**src/rtl/tmr_pkg.sv**
```systemverilog
package tmr_pkg;

    localparam int CNT_W   = 8;
    localparam int NUM_SRC = 5;
    localparam int PW_W    = 8;

    localparam logic [PW_W-1:0] PW_FAST = PW_W'(1);
    localparam logic [PW_W-1:0] PW_MID  = PW_W'(64);
    localparam logic [PW_W-1:0] PW_SLOW = PW_W'(128);

    typedef enum logic [2:0] {
        SRC_4096 = 3'd0,
        SRC_64   = 3'd1,
        SRC_1HZ  = 3'd2,
        SRC_MIN  = 3'd3,
        SRC_HOUR = 3'd4
    } src_e;

    typedef enum logic [1:0] {
        AM_OFF0 = 2'b00,
        AM_CD   = 2'b01,
        AM_WD   = 2'b10,
        AM_OFF3 = 2'b11
    } amode_e;

    typedef struct packed {
        amode_e     a_mode;
        logic [2:0] a_src;
        logic       b_en;
        logic [2:0] b_src;
        logic       pulse;
        logic       sec_en;
    } cfg_t;

    function automatic logic pick_tick(input logic [NUM_SRC-1:0] ticks,
                                       input logic [2:0] code);
        logic hit;
        hit = 1'b0;
        for (int i = 0; i < NUM_SRC; i++)
            if (code == 3'(i)) hit = ticks[i];
        return hit;
    endfunction

    function automatic logic [PW_W-1:0] pulse_len(input logic [2:0] code);
        case (code)
            SRC_4096: return PW_FAST;
            SRC_64:   return PW_MID;
            default:  return PW_SLOW;
        endcase
    endfunction

endpackage

```
**src/rtl/tmr_down.sv**
```systemverilog
module tmr_down #(
    parameter int W = 8
) (
    input  logic         clk,
    input  logic         rst,
    input  logic         run,
    input  logic         tick,
    input  logic         auto_rl,
    input  logic         restart,
    input  logic         ld_we,
    input  logic [W-1:0] ld_val,
    output logic         expire
);
    logic [W-1:0] cnt_q;
    logic [W-1:0] rval_q;

    assign expire = run && tick && (cnt_q == W'(1)) && !ld_we && !restart;

    always_ff @(posedge clk) begin
        if (rst) begin
            cnt_q  <= '0;
            rval_q <= '0;
        end else if (ld_we) begin
            rval_q <= ld_val;
            cnt_q  <= ld_val;
        end else if (restart) begin
            cnt_q <= rval_q;
        end else if (run && tick && cnt_q != '0) begin
            if (cnt_q == W'(1)) cnt_q <= auto_rl ? rval_q : '0;
            else                cnt_q <= cnt_q - W'(1);
        end
    end

    // a repeating expiry restarts from the load value
    a_r3_reload_val: assert property (@(posedge clk) disable iff (rst)
        (expire && auto_rl) |=> cnt_q == $past(rval_q));

    // a watchdog expiry halts the counter
    a_r4_wd_halt: assert property (@(posedge clk) disable iff (rst)
        (expire && !auto_rl) |=> cnt_q == '0);

    // an empty counter stays empty without a reload
    a_r6_zero_idle: assert property (@(posedge clk) disable iff (rst)
        (cnt_q == '0 && !ld_we && !restart) |=> cnt_q == '0);

endmodule

```
**src/rtl/tmr_pulse.sv**
```systemverilog
module tmr_pulse #(
    parameter int PW = 8
) (
    input  logic          clk,
    input  logic          rst,
    input  logic          trig,
    input  logic [PW-1:0] width,
    input  logic          tick_8k,
    output logic          active
);
    logic [PW-1:0] left_q;

    assign active = (left_q != '0);

    always_ff @(posedge clk) begin
        if (rst)                       left_q <= '0;
        else if (trig)                 left_q <= width;
        else if (tick_8k && active)    left_q <= left_q - PW'(1);
    end

    // a running pulse keeps its remaining length between strobes
    a_r9_pulse_hold: assert property (@(posedge clk) disable iff (rst)
        (active && !trig && !tick_8k) |=> $stable(left_q));

    // a trigger starts a pulse of the requested length
    a_r9_pulse_start: assert property (@(posedge clk) disable iff (rst)
        trig |=> left_q == $past(width));

endmodule

```
**src/rtl/tmr_cdwd_top.sv**
```systemverilog
module tmr_cdwd_top
    import tmr_pkg::*;
(
    input  logic               clk,
    input  logic               rst,
    input  logic [NUM_SRC-1:0] src_tick,
    input  logic               tick_8k,
    input  logic               cfg_we,
    input  logic [1:0]         cfg_a_mode,
    input  logic [2:0]         cfg_a_src,
    input  logic               cfg_b_en,
    input  logic [2:0]         cfg_b_src,
    input  logic               cfg_pulse,
    input  logic               cfg_sec_en,
    input  logic               val_a_we,
    input  logic               val_b_we,
    input  logic [CNT_W-1:0]   val_wdata,
    input  logic               clr_cd_a,
    input  logic               clr_wd_a,
    input  logic               clr_b,
    input  logic               clr_sec,
    output logic               flag_cd_a,
    output logic               flag_wd_a,
    output logic               flag_b,
    output logic               flag_sec,
    output logic               irq_a,
    output logic               irq_b,
    output logic               irq_sec
);
    cfg_t cfg_q;
    logic run_a, rl_a, exp_a, exp_b, exp_sec;
    logic pa, pb, ps;
    logic fcd_q, fwd_q, fb_q, fs_q;

    always_ff @(posedge clk) begin
        if (rst) begin
            cfg_q <= '{a_mode: AM_OFF0, a_src: 3'd0, b_en: 1'b0, b_src: 3'd0,
                       pulse: 1'b0, sec_en: 1'b0};
        end else if (cfg_we) begin
            cfg_q <= '{a_mode: amode_e'(cfg_a_mode), a_src: cfg_a_src,
                       b_en: cfg_b_en, b_src: cfg_b_src,
                       pulse: cfg_pulse, sec_en: cfg_sec_en};
        end
    end

    assign run_a   = (cfg_q.a_mode == AM_CD) || (cfg_q.a_mode == AM_WD);
    assign rl_a    = (cfg_q.a_mode == AM_CD);
    assign exp_sec = cfg_q.sec_en && src_tick[SRC_1HZ];

    tmr_down #(.W(CNT_W)) u_cnt_a (
        .clk(clk), .rst(rst), .run(run_a),
        .tick(pick_tick(src_tick, cfg_q.a_src)), .auto_rl(rl_a),
        .restart(cfg_we), .ld_we(val_a_we), .ld_val(val_wdata), .expire(exp_a)
    );

    tmr_down #(.W(CNT_W)) u_cnt_b (
        .clk(clk), .rst(rst), .run(cfg_q.b_en),
        .tick(pick_tick(src_tick, cfg_q.b_src)), .auto_rl(1'b1),
        .restart(cfg_we), .ld_we(val_b_we), .ld_val(val_wdata), .expire(exp_b)
    );

    tmr_pulse #(.PW(PW_W)) u_pls_a (
        .clk(clk), .rst(rst), .trig(exp_a), .width(pulse_len(cfg_q.a_src)),
        .tick_8k(tick_8k), .active(pa)
    );

    tmr_pulse #(.PW(PW_W)) u_pls_b (
        .clk(clk), .rst(rst), .trig(exp_b), .width(pulse_len(cfg_q.b_src)),
        .tick_8k(tick_8k), .active(pb)
    );

    tmr_pulse #(.PW(PW_W)) u_pls_s (
        .clk(clk), .rst(rst), .trig(exp_sec), .width(PW_SLOW),
        .tick_8k(tick_8k), .active(ps)
    );

    always_ff @(posedge clk) begin
        if (rst) begin
            fcd_q <= 1'b0;
            fwd_q <= 1'b0;
            fb_q  <= 1'b0;
            fs_q  <= 1'b0;
        end else begin
            if (exp_a && rl_a)      fcd_q <= 1'b1;
            else if (clr_cd_a)      fcd_q <= 1'b0;
            if (exp_a && !rl_a)     fwd_q <= 1'b1;
            else if (clr_wd_a)      fwd_q <= 1'b0;
            if (exp_b)              fb_q  <= 1'b1;
            else if (clr_b)         fb_q  <= 1'b0;
            if (exp_sec)            fs_q  <= 1'b1;
            else if (clr_sec)       fs_q  <= 1'b0;
        end
    end

    assign flag_cd_a = fcd_q;
    assign flag_wd_a = fwd_q;
    assign flag_b    = fb_q;
    assign flag_sec  = fs_q;
    assign irq_a     = cfg_q.pulse ? pa : (fcd_q || fwd_q);
    assign irq_b     = cfg_q.pulse ? pb : fb_q;
    assign irq_sec   = cfg_q.pulse ? ps : fs_q;

    // the Timer B flag only rises on a counter expiry
    a_r3_flag_b_cause: assert property (@(posedge clk) disable iff (rst)
        $rose(fb_q) |-> $past(exp_b));

    // a watchdog clear with no competing expiry drops the flag
    a_r5_wd_clear: assert property (@(posedge clk) disable iff (rst)
        (clr_wd_a && !exp_a) |=> !fwd_q);

    // a disabled Timer B never expires
    a_r11_b_off: assert property (@(posedge clk) disable iff (rst)
        !cfg_q.b_en |-> !exp_b);

    // the seconds flag rises only on an enabled 1 Hz strobe
    a_r10_sec_cause: assert property (@(posedge clk) disable iff (rst)
        $rose(fs_q) |-> $past(exp_sec));

endmodule

```
**config.mk**
```make
export PLATFORM = sky130hd
export DESIGN_NAME = tmr_cdwd_top
export DESIGN_NICKNAME = d
export VERILOG_FILES = /design/src/rtl/tmr_pkg.sv /design/src/rtl/tmr_down.sv /design/src/rtl/tmr_pulse.sv /design/src/rtl/tmr_cdwd_top.sv
export SDC_FILE = /design/constraint.sdc
export NUM_CORES = 1
export LEC_CHECK = 0
export BUFFER_PORTS_ARGS = -buffer_cell sky130_fd_sc_hd__clkbuf_2
export CORE_ASPECT_RATIO = 1.4
export CORE_MARGIN = 4
export CORE_UTILIZATION = 55
export DETAILED_ROUTE_END_ITERATION = 8
export HOLD_SLACK_MARGIN = 0.12
export PLACE_DENSITY = 0.84
export SYNTH_ARGS = -nofsm -noshare
export SYNTH_HDL_FRONTEND = slang
export SYNTH_SLANG_ARGS = --single-unit
```
**constraint.sdc**
```tcl
create_clock -name clk -period 5.4 [get_ports clk]
set_input_delay 0.54 -clock clk [delete_from_list [all_inputs] [get_ports clk]]
set_output_delay 0.54 -clock clk [all_outputs]
set_load 0.05 [all_outputs]
```
==> results.yml <==
status:
  status: "completed"
global_route:
  grt_remaining_overflow: 0
  grt_pass1_wl_mm: 14.42
  grt_start_max_net_pins: 57
  grt_util_all_layers_pct: 21.34
  grt_pass1_vias: 3153
  antenna_found_initial: 0
clocking:
  path_clk_slew_ns: 0.07
  hold_buffers: 0
  clockBufferDepth: 2
  post-cts-setup-buffers: 0
  cts_resized: 0
  insertion_delay_ns: 0.34
  cts-root-buf: "clkbuf_8"
  cts_tree: "done"
  cts_inserted_buffers: 9
  htreeDepth: 3
  clock-sinks: 71
yosys:
  synth_area_per_cell_um2: 8.710
  synth_edf_count: 0
  syn_nets: 485
  synthDistinctLibCells: 67
  ys_seq_area_share_pct: 37.09
  synth_warnings: 0
  ys_top_cells_by_count: "71 x dfxtp_1, 56 x nor2_1, 34 x a21oi_1, 34 x nand2_1"
  synth-async-reset-ratio_pct: 0
  netlist_area_um2: 3832
  synth_top_area_share_pct: 37.09
  synthCells: 440
  synth.area.top_cells: "dfxtp_1 37%, mux2i_1 5.7%, nor2_1 5.5%, a21oi_1 4.4%, a211oi_1 3.7%"
  synth_most_common_cell: "dfxtp_1"
  ys.flop_type: "dfxtp_1"
  ys_seq_elements: 71
  yosysTopAreaCell: "dfxtp_1"
sta:
  hold_viol_final: 0
  fin_skew_ns: 0.009291
  fin_setup_tns_ns: 0
  slew_viol_final: 0
  slew_headroom_pct: 37.29
  worstMarginPinSlew_ns: 0.9407
  setup_violations: 0
  fin_crit_sh_pct: 43.76
  fmax_mhz: 423.1
  min_period_ns: 2.363
  rsz0062_at_grt: "no"
critical_path:
  cp_max_fo: 14
  cp-end-kind: "flop"
  worstSetupPathType: "flop to flop"
  cp.required_ns: 5.60
  r2r_cells: 7
  crit_start: "u_cnt_b.cnt_q[1]"
  r2r_end: "u_cnt_b.cnt_q[0]"
  endpoint: "u_cnt_b.cnt_q[0]"
  reg2reg_slack_ns: 3.04
  r2r-start: "u_cnt_b.cnt_q[1]"
  critPathLaunchType: "flop"
  worstPathArrival_ns: 2.57
detailed_routing:
  vias: 3308
  via_per_inst: 5.814
  firstDrtPassIters: 4
  routedWlPerCell_um: 15.23
  wl_mm: 8.668
  drtIter0Drc: 171
  drc: 0
  ant_nets: 0
final_layout:
  nNetsFinal: 518
  area_growth_pct: 10.38
  diodes: 0
  drive_above_1_share_pct: 16.35
  finalInstanceArea_um2: 4230
run:
  drv_cap: 0
placed_design:
  dp_hpwl_mm: 6.281
  placed_cell_area_um2: 4066
  place_congestion: 0.8666
  port-buffer-count: 40
floorplan:
  die_w_um: 78.55
  row_count: 35
  dieHeight_um: 106.8
  boundaryPins: 41
  core-area_um2: 6700
  die_area_um2: 8387
  initial_core_util_pct: 57.20
power_and_ir_drop:
  seq_power_share_pct: 42.3
  power_frac_comb_pct: 35.4
  p_leak_uw: 0.001661
  clockPowerShare_pct: 22.4
  power.internal_uw: 1029
  vdd_drop_max_mv: 0.1949
  p_switching_uw: 601.5
  power_uw: 1630
  power_density_nw_per_um2: 385.4
  swShare_pct: 36.90
worst_hold_path:
  hold_class: "input port to flop"
[metrics by stage]
stage | std cells | util [%] | hold WS, ns | setup slack [ns]
2_1_floorplan | 440 | - | 0.4407 | 3.284
3_3_place_gp | 554 | 60.69 | 0.4549 | 2.995
3_5_place_dp | 554 | 60.69 | 0.4591 | 2.912
4_1_cts | 569 | 63.14 | 0.4224 | 3.029
5_1_grt | 569 | 63.14 | 0.4287 | 2.807
6_report | 569 | 63.14 | 0.4333 | 3.037
[worst min path at each step]
stage | startpoint | end | slack (ns) | cells past startpoint
2_1_floorplan | u_cnt_b.rval_q[7] | u_cnt_b.rval_q[7] | 0.44 | 2
3_3_place_gp | u_cnt_b.rval_q[7] | u_cnt_b.rval_q[7] | 0.45 | 2
3_5_place_dp | u_cnt_b.rval_q[1] | u_cnt_b.rval_q[1] | 0.46 | 2
4_1_cts | cfg_a_mode[0] | cfg_q[9] | 0.42 | 3
5_1_grt | cfg_b_src[0] | cfg_q[2] | 0.43 | 3
6_report | cfg_a_mode[1] | cfg_q[10] | 0.43 | 3
[placed cells by master (no fill, tap or decap), drive strengths merged, types with 2 or more instances in the layout]
master	Yosys	final
dfxtp	71	71
nor2	56	56
clkbuf	10	50
nand2	34	34
a21oi	34	34
inv	23	23
mux2i	22	22
a211oi	20	20
nor3	13	13
xnor2	12	12
ha	11	11
o21ai	11	11
xor2	10	10
nand2b	8	8
nor3b	7	7
nand3	7	7
a31oi	7	7
o31ai	5	5
mux2	5	5
or2	5	5
nor4b	4	4
nand4	4	4
a311oi	4	4
nor4	3	3
a21boi	3	3
or3	3	3
o21a	3	3
nand4b	3	3
clkinvlp	0	3
a2111oi	3	3
o41ai	3	3
nor4bb	2	2
o211ai	2	2
or3b	2	2
nor2b	2	2
o31a	2	2
or4	2	2
a221oi	2	2
clkinv	0	2
[power by group through the flow]
stage | Combinational, uW | Sequential (uW) | Clock, uW
after CTS | 578 | 688 | 372
after global placement | 551 | 692 | 0
final | 576 | 689 | 364
after floorplan | 469 | 678 | 0
after detailed placement | 571 | 699 | 0
after global routing | 653 | 700 | 391
[registers in the layout (all words and copies together), names as in the netlist]
name and flops:
u_pls_b.left_q 8, u_cnt_a.cnt_q 8, u_cnt_a.rval_q 8, flag_b 1, flag_cd_a 1, cfg_q 11
flag_sec 1, flag_wd_a 1, u_cnt_b.cnt_q 8, u_pls_a.left_q 8, u_cnt_b.rval_q 8, u_pls_s.left_q 8
[critical path, stage by stage, from the launching register on]
cell	delay, ns
dfxtp_1	0.38
inv_1	0.08
ha_1	0.17
nor3b_1	0.16
a21oi_1	0.74
mux2_2	0.41
o221ai_1	0.17
o31ai_1	0.10
[cells by family (layout without fill, tap and decap cells)]
family	after synthesis	in the layout	share of synthesized area (%)
compound gates	106	106	21.16
xor+xnor	22	22	5.028
fa+ha+maj	11	11	3.591
buf+inv	42	79	4.570
flops	71	71	37.09
mux	27	27	7.313
simple gates	161	161	21.25
[final cells by class]
cell class                      instances  area, um^2
Fill cell                             587        2470
Clock buffer                           10       127.6
Sequential cell                        71        1421
Multi-Input combinational cell        327        2236
Clock inverter                          5       36.28
Inverter                               23       86.33
Tap cell                               92       115.1
Timing Repair Buffer                   41       207.7
[per-layer routing]
| metal | vias to the layer above | track usage [%] | part of all wire (%) | wire [um] |
|---|---|---|---|---|
| met3 | 12 | 4.538 | 5.7 | 492 |
| met2 | 101 | 36.45 | 50 | 4367 |
| met5 | - | 0 | 0 | 0 |
| met4 | 0 | 8.000 | 1.4 | 125 |
| li1 | 1645 | - | - | - |
| met1 | 1550 | 26.09 | 42 | 3682 |
Note: power is estimated with default switching activity, not from simulation.
